## src/rtl/refresh_addr_gen_pkg.sv

```systemverilog
package refresh_addr_gen_pkg;
    localparam int ADDR_W = 14;
    localparam int DATA_W = 8;
    localparam int CNT_W  = 4;

    typedef struct packed {
        logic [ADDR_W-1:0] addr;
        logic              ld_hi;
        logic              ld_lo;
        logic              ref_wr;
    } rag_state_t;
endpackage

```

## src/rtl/rag_load_decode.sv

```systemverilog
module rag_load_decode #(
    parameter int CNT_W  = 4,
    parameter int HI_CNT = 10
) (
    input  logic [CNT_W-1:0] ccnt_i,
    input  logic             upd_i,
    output logic             ld_hi_o,
    output logic             ld_lo_o
);
    localparam logic [CNT_W-1:0] HI_VAL = CNT_W'(HI_CNT);

    logic pair_match;

    // The two counts differ only in bit 0; bit 0 then chooses the stage.
    always_comb begin
        pair_match = upd_i && (ccnt_i[CNT_W-1:1] == HI_VAL[CNT_W-1:1]);
        ld_hi_o    = pair_match && !ccnt_i[0];
        ld_lo_o    = pair_match &&  ccnt_i[0];
    end
endmodule

```

## src/rtl/rag_seam_detect.sv

```systemverilog
module rag_seam_detect #(
    parameter int               ADDR_W    = 14,
    parameter logic [ADDR_W-1:0] SEAM_ADDR = 14'o37677
) (
    input  logic [ADDR_W-1:0] addr_i,
    output logic              seam_o
);
    logic top_en;

    // Detection is armed only while the top stage holds its top-of-memory value.
    always_comb begin
        top_en = (addr_i[ADDR_W-1:ADDR_W-2] == 2'b11);
        seam_o = top_en && (addr_i == SEAM_ADDR);
    end
endmodule

```

## src/rtl/refresh_addr_gen.sv

```systemverilog
module refresh_addr_gen
    import refresh_addr_gen_pkg::*;
#(
    parameter int                HI_CNT    = 10,
    parameter logic [ADDR_W-1:0] SEAM_ADDR = 14'o37677,
    parameter logic [ADDR_W-1:0] BASE_LO   = 14'o30000,
    parameter logic [ADDR_W-1:0] BASE_HI   = 14'o34000
) (
    input  logic              clk,
    input  logic              rst,
    input  logic              adv_i,
    input  logic [CNT_W-1:0]  ccnt_i,
    input  logic              upd_i,
    input  logic [DATA_W-1:0] rdata_i,
    input  logic              base_sel_i,
    input  logic              cpu_wr_i,
    input  logic              ext_wr_i,
    output logic [ADDR_W-1:0] raddr_o,
    output logic              ld_hi_o,
    output logic              ld_lo_o,
    output logic              ref_wr_o
);
    localparam int HI_W = ADDR_W - DATA_W;

    rag_state_t st_d, st_q;
    logic       ld_hi, ld_lo, seam;

    rag_load_decode #(.CNT_W(CNT_W), .HI_CNT(HI_CNT)) u_dec (
        .ccnt_i (ccnt_i),
        .upd_i  (upd_i),
        .ld_hi_o(ld_hi),
        .ld_lo_o(ld_lo)
    );

    rag_seam_detect #(.ADDR_W(ADDR_W), .SEAM_ADDR(SEAM_ADDR)) u_seam (
        .addr_i(st_q.addr),
        .seam_o(seam)
    );

    always_comb begin
        st_d        = st_q;
        st_d.ld_hi  = ld_hi;
        st_d.ld_lo  = ld_lo;
        st_d.ref_wr = cpu_wr_i | ext_wr_i;
        if (ld_hi) begin
            st_d.addr[ADDR_W-1:DATA_W] = rdata_i[HI_W-1:0];
        end else if (ld_lo) begin
            st_d.addr[DATA_W-1:0] = rdata_i;
        end else if (adv_i) begin
            if (seam) st_d.addr = base_sel_i ? BASE_HI : BASE_LO;
            else      st_d.addr = st_q.addr + 1'b1;
        end
        if (rst) begin
            st_d.addr   = BASE_LO;
            st_d.ld_hi  = 1'b0;
            st_d.ld_lo  = 1'b0;
            st_d.ref_wr = 1'b0;
        end
    end

    always_ff @(posedge clk) begin
        st_q <= st_d;
    end

    assign raddr_o  = st_q.addr;
    assign ld_hi_o  = st_q.ld_hi;
    assign ld_lo_o  = st_q.ld_lo;
    assign ref_wr_o = st_q.ref_wr;
endmodule

```

## config.mk

```make
export PLATFORM = sky130hd
export DESIGN_NAME = refresh_addr_gen
export DESIGN_NICKNAME = d
export VERILOG_FILES = /design/src/rtl/refresh_addr_gen_pkg.sv /design/src/rtl/rag_load_decode.sv /design/src/rtl/rag_seam_detect.sv /design/src/rtl/refresh_addr_gen.sv
export SDC_FILE = /design/constraint.sdc
export NUM_CORES = 1
export LEC_CHECK = 0
export BUFFER_PORTS_ARGS = -buffer_cell sky130_fd_sc_hd__buf_2
export CAP_MARGIN = 20
export CORE_MARGIN = 2
export CORE_UTILIZATION = 51
export CTS_BUF_LIST = sky130_fd_sc_hd__clkbuf_2 sky130_fd_sc_hd__clkbuf_4 sky130_fd_sc_hd__clkbuf_8
export DETAILED_ROUTE_END_ITERATION = 12
export GPL_ROUTABILITY_DRIVEN = 0
export PLACE_DENSITY = 0.85
export SYNTH_ARGS = -nofsm -noshare
export SYNTH_HDL_FRONTEND = slang
export SYNTH_SLANG_ARGS = --single-unit
```

## constraint.sdc

```tcl
create_clock -name clk -period 2 [get_ports clk]
set_input_delay 0.1 -clock clk [delete_from_list [all_inputs] [get_ports clk]]
set_output_delay 0.1 -clock clk [all_outputs]
set_load 0.02 [all_outputs]
```

==> out/qor.yml, run 1 <==
status: "finished clean"
design.die.area_mm2: 0.00242
cts_sinks: 17
power.leakage_uw: 0.000521
fillerInstances: 169
ff_latch_area_um2: 340
avgSynthCellArea_um2: 8.21
crit_buf_inv: 0
critical_path.cell_chain: "ha_1 > nand3_1 > or4_4 > o211ai_2 > a22oi_1"
netlist_top_cells_area: "dfxtp_1, nand3_1, nand2_1"
cp.required_ns: 2.17
min_period_ns: 1.87
cp-startpoint: "raddr_o[0]$_SDFFE_PP0P_"
ios: 36
whs_ns: 0.0397
finish.net_count: 187
yosysMostFrequentCell: "dfxtp_1"
cp-start-kind: "flop"
wl_per_cell_um: 16.6
cts_tree: "yes"
critPathMaxFanout: 7
fin_crit_sh_pct: 93.5
maxSlewViolCount: 0
slew_headroom_pct: 60.2
async_flop_share_pct: 0
hp-class: "in2reg"
path_class: "reg2reg"
insertion_delay_ns: 0.30
die_h_um: 49.2
placementRows: 16
use_met1_pct: 36.5
power.density_mw_per_mm2: 529
die_width_um: 49.2
rsz0062_at_grt: "no"
drtPass1Iterations: 5
via_count: 1274
cp_slowest_cell: "or4_4"
clkPwrFrac_pct: 30.3
grt_pass1_vias: 1215
seq_area_frac_synth_pct: 32.7
critical_path.max_stage_delay_ns: 0.53
grtUsageTotal_pct: 28.7
netSwitchingFraction_pct: 29.1
cap_viol_max_count: 0
synthesis.area_mm2: 0.00104
diodes: 0
hold_viol: 0
clk_pin_slew_ns: 0.11
synth_top_area_share_pct: 32.7
synth_common_cells: "dfxtp_1, nand2_1, nand3_1"
synth_edf_count: 0
grt_max_degree: 14
cts-root-buf: "clkbuf_4"
tns_ns: 0
arrival_ns: 2.04
crit_family: "simple AND/OR/NAND/NOR gates"
yosysUniqueCellTypes: 43
endpoint_kind: "flop"
met3_usage_pct: 3.99
cts_buffer_depth: 2
ir_drop_mv: 0.365
viasPerCell: 6.60
seq_power_share_pct: 53.7
initial_utilization_pct: 53.7
maxClockFrequency_ghz: 0.535
dp_hpwl_mm: 2.31
worstMarginPinSlew_ns: 0.593
port-buffer-count: 35
netlist_instances: 127
min_from: "rdata_i[3]"
setup_viol: 0
gr-usage-met2_pct: 43.7
yosys_most_used_dff: "dfxtp_1"
htreeDepth: 1
postCtsSetupRepairBufs: 0
grt_first_pass_wirelength_mm: 5.46
syn_nets: 147
antenna_found_initial: 0
drive_above_1_share_pct: 27.7
switchingPower_uw: 199
core_area_mm2: 0.00194
cts_inserted_buffers: 3
hold_buffers: 2
p_int_uw: 485
grt_overflow: 0
area_delta_synth_final_pct: 24.2
drc: 0
drt_wl_total_mm: 3.20
initialDrtViolationCount: 86
multi_input_area_um2: 681
postRouteAntennaNets: 0
yosysTopAreaCell: "dfxtp_1"
cts_resized: 0
ys_ff_latch: 17
r2r-start: "raddr_o[0]$_SDFFE_PP0P_"
yosysWarnings: 0
p_comb_share_pct: 16.0
clock_skew_ns: 0.00837
busiest_layer: "met2"
registers in the layout, summed over array words and instances, names as in the netlist:
signal / flops
ld_hi_o: 1
ld_lo_o: 1
ref_wr_o: 1
raddr_o: 14
layout make-up:
type	count	area share (%)
tap	27	2.61
multi-input combinational	105	52.6
inverter	2	0.580
clock buffer	4	2.32
sequential	17	26.3
timing repair buffer	38	15.7
per-layer routing:
layer	share of wire (%)	wire length (um)	vias to the layer above
met5	0	0	-
met4	7.2	229	0
met3	9.5	305	30
met2	44	1420	94
met1	39	1250	572
li1	-	-	578
power groups by stage:
stage,registers [uW],clock network (uW),logic (uW)
after detailed placement,375,0,104
final,368,207,110
after global routing,370,225,117
after CTS,367,209,107
after global placement,373,0,102
after floorplan,386,0,45.4
metrics by stage:
step	power [uW]	cells	setup slack [ns]	utilization (%)	instance area (um^2)
finish	684	193	0.131	66.7	1290
global route	713	193	0.0391	66.7	1290
CTS	683	193	0.153	66.7	1290
detailed placement	478	187	0.173	64.1	1240
global placement	475	187	0.269	64.1	1240
floorplan	431	127	0.184	-	1040
worst paths after layout:
kind                              to  slack (ns)  depth (start not counted)
min          raddr_o[3]$_SDFFE_PP0P_        0.04                          3
max reg2reg  raddr_o[6]$_SDFFE_PP0P_        0.13                          5
max          raddr_o[6]$_SDFFE_PP0P_        0.13                          5
min reg2reg  raddr_o[5]$_SDFFE_PP0P_        0.56                          2
kinds of logic (layout without fill, tap and decap cells):
group,after synthesis,after routing,synth area share (%)
and+or+nand+nor,60,60,32.7
AOI/OAI and AO/OA,37,37,25.3
DFF,17,17,32.7
xor gates and xnor gates,5,5,4.20
buffers and inverters,5,44,2.04
muxes,2,2,1.92
adders and majority gates,1,1,1.20
placed cells by master (no fill, tap or decap), types with 3 or more instances in the layout:
cell type / instances
a31oi_1: 3
a22oi_1: 5
dfxtp_1: 17
nand2_1: 12
o21ai_0: 6
xnor2_1: 3
and3_1: 3
buf_2: 35
nor4_1: 3
nor2_1: 8
a21oi_1: 3
nand3_1: 12
nor3_1: 4
nand4_1: 5
clkbuf_4: 4
a211oi_1: 4
tightest hold or removal path: stages:
cell     delay, ns
buf_2         0.10
nand2_1       0.04
o21ai_1       0.06
No activity file was read; power rests on OpenSTA's default activity.
==> inputs of run 2 (changes only) <==
--- a/config.mk
+++ b/config.mk
@@ -13,6 +13,7 @@
 export DETAILED_ROUTE_END_ITERATION = 12
 export GPL_ROUTABILITY_DRIVEN = 0
 export PLACE_DENSITY = 0.85
+export RECOVER_POWER = 50
 export SYNTH_ARGS = -nofsm -noshare
 export SYNTH_HDL_FRONTEND = slang
 export SYNTH_SLANG_ARGS = --single-unit
==> run 2 against run 1 <==
Against the previous run:
- clock skew up 0.0024 ns
- first-iteration DRC count down 29%
- worst setup slack got worse by 0.0061 ns
- power is 0.47% lower
- core utilization down 1.3 points
- critical endpoint unchanged
==> out/qor.yml, run 2 (synthesized netlist as in run 1, its figures left out) <==
status: "finished clean"
slew_headroom_pct: 59.7  # -0.49 points
finish.net_count: 187  # unchanged
dp_hpwl_mm: 2.31  # unchanged
crit_buf_inv: 0  # unchanged
grt_max_degree: 14  # unchanged
cp_slowest_cell: "or4_4"
ios: 36  # unchanged
core_area_mm2: 0.00194  # unchanged
cp-start-kind: "flop"
seq_power_share_pct: 54.0  # +0.3 points
pre_cts_ws_ns: 0.173  # unchanged
hold_viol: 0  # unchanged
hp-class: "in2reg"
drc: 0  # unchanged
clock_skew_ns: 0.0107  # +0.00238 ns
cts-root-buf: "clkbuf_4"
initial_utilization_pct: 53.7  # unchanged
p_comb_share_pct: 15.6  # -0.4 points
die_h_um: 49.2  # unchanged
worstMarginPinSlew_ns: 0.600  # +0.00737 ns
grt_overflow: 0  # unchanged
initialDrtViolationCount: 61  # -29%
cts_sinks: 17  # unchanged
cp.required_ns: 2.17  # about the same
critical_path.max_stage_delay_ns: 0.53  # about the same
rsz0062_at_grt: "no"
postCtsSetupRepairBufs: 0  # unchanged
antenna_found_initial: 0  # unchanged
grtUsageTotal_pct: 28.7  # unchanged
p_int_uw: 483  # -0.54%
critical_path.cell_chain: "ha_1 > nand3_1 > or4_4 > o211ai_2 > a22oi_1"
htreeDepth: 1  # unchanged
whs_ns: 0.0381  # -0.00162 ns
dpl_cell_area_mm2: 0.00124  # unchanged
grt_pass1_vias: 1215  # unchanged
insertion_delay_ns: 0.30  # about the same
endpoint_kind: "flop"
diodes: 0  # unchanged
viasPerCell: 6.52  # -1.2%
critPathMaxFanout: 7  # unchanged
maxSlewViolCount: 0  # unchanged
drive_above_1_share_pct: 18.1  # -9.6 points
grt_first_pass_wirelength_mm: 5.46  # unchanged
wl_met3_um: 284  # -6.9%
power.density_mw_per_mm2: 536  # +1.5%
path_class: "reg2reg"
clkPwrFrac_pct: 30.4  # about the same
tns_ns: 0  # unchanged
port-buffer-count: 35  # unchanged
setup_viol: 0  # unchanged
power.leakage_uw: 0.000457  # -12%
via_count: 1259  # -1.2%
routedLengthMet1_mm: 1.23  # -1.3%
layout_common_cells: "buf_2, dfxtp_1, clkbuf_1"
met2_wirelength_mm: 1.45  # +2.3%
ir_drop_mv: 0.364  # -0.40%
min_period_ns: 1.88  # +0.00612 ns
multi_input_area_um2: 674  # -0.92%
fin_area_mm2: 0.00127  # -1.9%
wl_per_cell_um: 16.6  # about the same
cts_inserted_buffers: 3  # unchanged
cts_buffer_depth: 2  # unchanged
netSwitchingFraction_pct: 29.1  # +0.050 points
fin_crit_sh_pct: 93.8  # +0.31 points
clk_pin_slew_ns: 0.11  # about the same
power_uw: 681  # -0.47%
fillerInstances: 174  # +3.0%
ff_latch_area_um2: 340  # unchanged
cap_viol_max_count: 0  # unchanged
area_delta_synth_final_pct: 21.8
cts_tree: "yes"
postRouteAntennaNets: 0  # unchanged
fin_ws_ns: 0.125  # -0.00612 ns
arrival_ns: 2.05  # about the same
hold_buffers: 2  # unchanged
placementRows: 16  # unchanged
final_common_cell: "buf_2"
drt_wl_total_mm: 3.20  # about the same
design.die.area_mm2: 0.00242  # unchanged
die_width_um: 49.2  # unchanged
cts_resized: 0  # unchanged
top_layer: "met4"
largest_reg_flops: 14  # unchanged
maxClockFrequency_ghz: 0.533  # -0.33%
switchingPower_uw: 198  # -0.30%
drtPass1Iterations: 4  # -1
crit_family: "simple AND/OR/NAND/NOR gates"
run 2: cell count changes in the layout (fill, tap and decap cells not counted):
cell and change:
nand4b_1 +1, buf_2 -15, clkbuf_1 +15, nand4b_2 -1
run 2: final timing paths:
path | start | to | slack (ns) | depth (start not counted)
worst max-delay path | raddr_o[0]$_SDFFE_PP0P_ | raddr_o[6]$_SDFFE_PP0P_ | 0.12 | 5
worst max register to register | raddr_o[0]$_SDFFE_PP0P_ | raddr_o[6]$_SDFFE_PP0P_ | 0.12 | 5
worst min-delay path | rdata_i[3] | raddr_o[3]$_SDFFE_PP0P_ | 0.04 | 3
worst min register to register | raddr_o[5]$_SDFFE_PP0P_ | raddr_o[5]$_SDFFE_PP0P_ | 0.56 | 2
run 2: per-layer routing:
metal	global-route usage, %	vias to the layer above
met4	21.4	0
met1	36.5	571
met2	43.7	83
met3	3.99	27
li1	-	578
met5	0	-
run 2: area by class of cell:
| cell class | count | area share, % |
|---|---|---|
| Inverter | 2 | 0.591 |
| Tap cell | 27 | 2.66 |
| Clock buffer | 4 | 2.36 |
| Sequential cell | 17 | 26.8 |
| Timing Repair Buffer | 38 | 14.5 |
| Multi-Input combinational cell | 105 | 53.1 |
run 2: tightest hold or removal path, delay by kind of cell:
family          cells  cell delay [ns]
buf+inv             1             0.10
compound gates      1             0.06
simple gates        1             0.04
run 2: metrics by stage:
step                      util, %  cells
after floorplan                 -    127
after global placement       64.1    187
after detailed placement     64.1    187
after CTS                    66.7    193
after global routing         65.4    193
final                        65.4    193
run 2: power groups by stage:
| stage | combinational [uW] | sequential, uW | clock (uW) |
|---|---|---|---|
| floorplan | 45.4 | 386 | 0 |
| global placement | 102 | 373 | 0 |
| detailed placement | 104 | 375 | 0 |
| CTS | 107 | 367 | 209 |
| global route | 114 | 370 | 225 |
| finish | 106 | 368 | 207 |
==> inputs of run 3 (changes only) <==
--- a/config.mk
+++ b/config.mk
@@ -7,12 +7,13 @@
 export LEC_CHECK = 0
 export BUFFER_PORTS_ARGS = -buffer_cell sky130_fd_sc_hd__buf_2
 export CAP_MARGIN = 20
+export CORE_ASPECT_RATIO = 1.2
 export CORE_MARGIN = 2
 export CORE_UTILIZATION = 51
 export CTS_BUF_LIST = sky130_fd_sc_hd__clkbuf_2 sky130_fd_sc_hd__clkbuf_4 sky130_fd_sc_hd__clkbuf_8
 export DETAILED_ROUTE_END_ITERATION = 12
 export GPL_ROUTABILITY_DRIVEN = 0
-export PLACE_DENSITY = 0.85
+export PLACE_DENSITY = 0.81
 export RECOVER_POWER = 50
 export SYNTH_ARGS = -nofsm -noshare
 export SYNTH_HDL_FRONTEND = slang
==> run 3 against run 2 <==
Against the previous run:
- power shrank 2.6%
- flip-flop and latch count did not move
- count of clock-buffer cells in the layout fell by 1
- combinational power about the same
- register-to-register slack better by 0.03 ns
- largest cell class unchanged
==> out/qor.yml, run 3 (synthesized netlist as in run 1, its figures left out) <==
largest_reg_flops: 14  # unchanged
design.die.area_mm2: 0.00242  # about the same
insertion_delay_ns: 0.30  # about the same
endpoint_kind: "flop"
ir_drop_mv: 0.327  # -10%
status: "finished clean"
via_count: 1230  # -2.3%
drc: 0  # unchanged
wl_per_cell_um: 16.5  # -0.37%
htreeDepth: 1  # unchanged
drt_wl_total_mm: 3.02  # -5.5%
p_int_uw: 464  # -3.8%
min_period_ns: 1.85  # -0.0290 ns
final_common_cell: "buf_2"
initial_utilization_pct: 55.1  # +1.4 points
clkPwrFrac_pct: 29.0  # -1.4 points
dp_hpwl_mm: 2.33  # +0.90%
arrival_ns: 2.02  # -0.03 ns
netSwitchingFraction_pct: 30.0  # +0.86 points
cts_inserted_buffers: 3  # unchanged
maxClockFrequency_ghz: 0.542  # +1.6%
cts-root-buf: "clkbuf_4"
antenna_found_initial: 0  # unchanged
cp.required_ns: 2.17  # about the same
clock_skew_ns: 0.00139  # -0.00936 ns
layout_common_cells: "buf_2, dfxtp_1, clkbuf_1"
grt_pass1_vias: 1129  # -7.1%
cts_sinks: 17  # unchanged
seq_power_share_pct: 55.5  # +1.5 points
die_h_um: 53.5  # +8.8%
postRouteAntennaNets: 0  # unchanged
critPathMaxFanout: 6  # -1
critical_path.max_stage_delay_ns: 0.58  # +0.05 ns
power.leakage_uw: 0.000455  # -0.48%
cts_buffer_depth: 2  # unchanged
worstMarginPinSlew_ns: 0.714  # +0.114 ns
slew_headroom_pct: 52.0  # -7.6 points
placementRows: 17  # +1
viasPerCell: 6.72  # +3.0%
cp_slowest_cell: "or4_4"
grt_max_degree: 14  # unchanged
die_width_um: 45.3  # -8.0%
clk_pin_slew_ns: 0.10  # about the same
cap_viol_max_count: 0  # unchanged
maxSlewViolCount: 0  # unchanged
tns_ns: 0  # unchanged
rsz0062_at_grt: "no"
core_area_mm2: 0.00189  # -2.5%
setup_viol: 0  # unchanged
whs_ns: 0.000357  # -0.0377 ns
switchingPower_uw: 199  # +0.24%
hp-class: "in2reg"
diodes: 0  # unchanged
grtUsageTotal_pct: 29.1  # +0.40 points
cp-start-kind: "flop"
p_comb_share_pct: 15.5  # about the same
drive_above_1_share_pct: 19.5  # +1.4 points
power.density_mw_per_mm2: 533  # -0.66%
initialDrtViolationCount: 44  # -28%
hold_viol: 0  # unchanged
port-buffer-count: 35  # unchanged
path_class: "reg2reg"
critical_path.cell_chain: "ha_1 > nand3_1 > or4_4 > a32oi_1 > a21oi_1"
area_delta_synth_final_pct: 19.4
fin_crit_sh_pct: 92.3  # -1.5 points
cts_tree: "yes"
drtPass1Iterations: 4  # unchanged
hold_buffers: 0  # -2
grt_first_pass_wirelength_mm: 5.06  # -7.2%
finish.net_count: 185  # -1.1%
ios: 36  # unchanged
grt_overflow: 0  # unchanged
fillerInstances: 199  # +14%
run 3: changes by cell type in the layout (fill, tap and decap cells not counted):
| cell | previous run | this run |
|---|---|---|
| clkbuf_4 | 4 | 3 |
| clkinv_2 | 0 | 1 |
| dfxtp_1 | 17 | 16 |
| dfxtp_2 | 0 | 1 |
| dlygate4sd3_1 | 2 | 0 |
| nand4b_1 | 2 | 1 |
| nand4b_2 | 0 | 1 |
run 3: timing repair:
action                     CTS  global route
buffers inserted             0             0
setup endpoints to repair    0             2
resized for setup            0             1
run 3: worst paths after layout:
check	startpoint	endpoint	slack (ns)	depth (start not counted)
worst max-delay path	raddr_o[1]$_SDFFE_PP0P_	raddr_o[1]$_SDFFE_PP0P_	0.15	5
worst min-delay path	cpu_wr_i	ref_wr_o$_SDFF_PP0_	0.0004	3
worst max register to register	raddr_o[1]$_SDFFE_PP0P_	raddr_o[1]$_SDFFE_PP0P_	0.15	5
worst min register to register	raddr_o[5]$_SDFFE_PP0P_	raddr_o[5]$_SDFFE_PP0P_	0.58	2
run 3: area by class of cell:
class                   instances  area, um^2  area share (%)
well taps                      19        23.8            1.91
multi-input cells             105         681            54.7
clock inverters                 1        5.00           0.402
flip-flops and latches         17         342            27.4
inverters                       2        7.51           0.603
clock buffers                   3        22.5            1.81
repair buffers                 36         164            13.2
run 3: layer usage:
metal / vias up / share of wire (%) / track usage [%]
li1: 578 / - / -
met1: 559 / 38 / 35.3
met2: 83 / 49 / 46.4
met3: 10 / 8.9 / 4.10
met4: 0 / 3.4 / 20.1
met5: - / 0 / 0
run 3: stage by stage:
step / instances / utilization [%] / instance area [um^2] / total power, uW / worst slack (ns)
2_1_floorplan: 127 / - / 1040 / 431 / 0.184
6_report: 183 / 65.8 / 1240 / 663 / 0.154
3_5_place_dp: 179 / 65.2 / 1230 / 478 / 0.167
4_1_cts: 183 / 66.7 / 1260 / 662 / 0.163
3_3_place_gp: 179 / 65.2 / 1230 / 475 / 0.263
5_1_grt: 183 / 65.8 / 1240 / 691 / 0.0253
run 3: worst max-delay path, delay by kind of cell (launching register included):
kind / cells / cell delay [ns]
AND/OR/NAND/NOR: 2 / 0.71
AO/OA/AOI/OAI: 2 / 0.33
flip-flops: 1 / 0.44
adder cells (fa/ha/maj): 1 / 0.24
run 3: power groups by stage:
stage	clock network [uW]	registers, uW	logic, uW
after floorplan	0	386	45.4
final	192	368	103
after CTS	191	367	104
after detailed placement	0	375	103
after global routing	208	370	113
after global placement	0	373	102
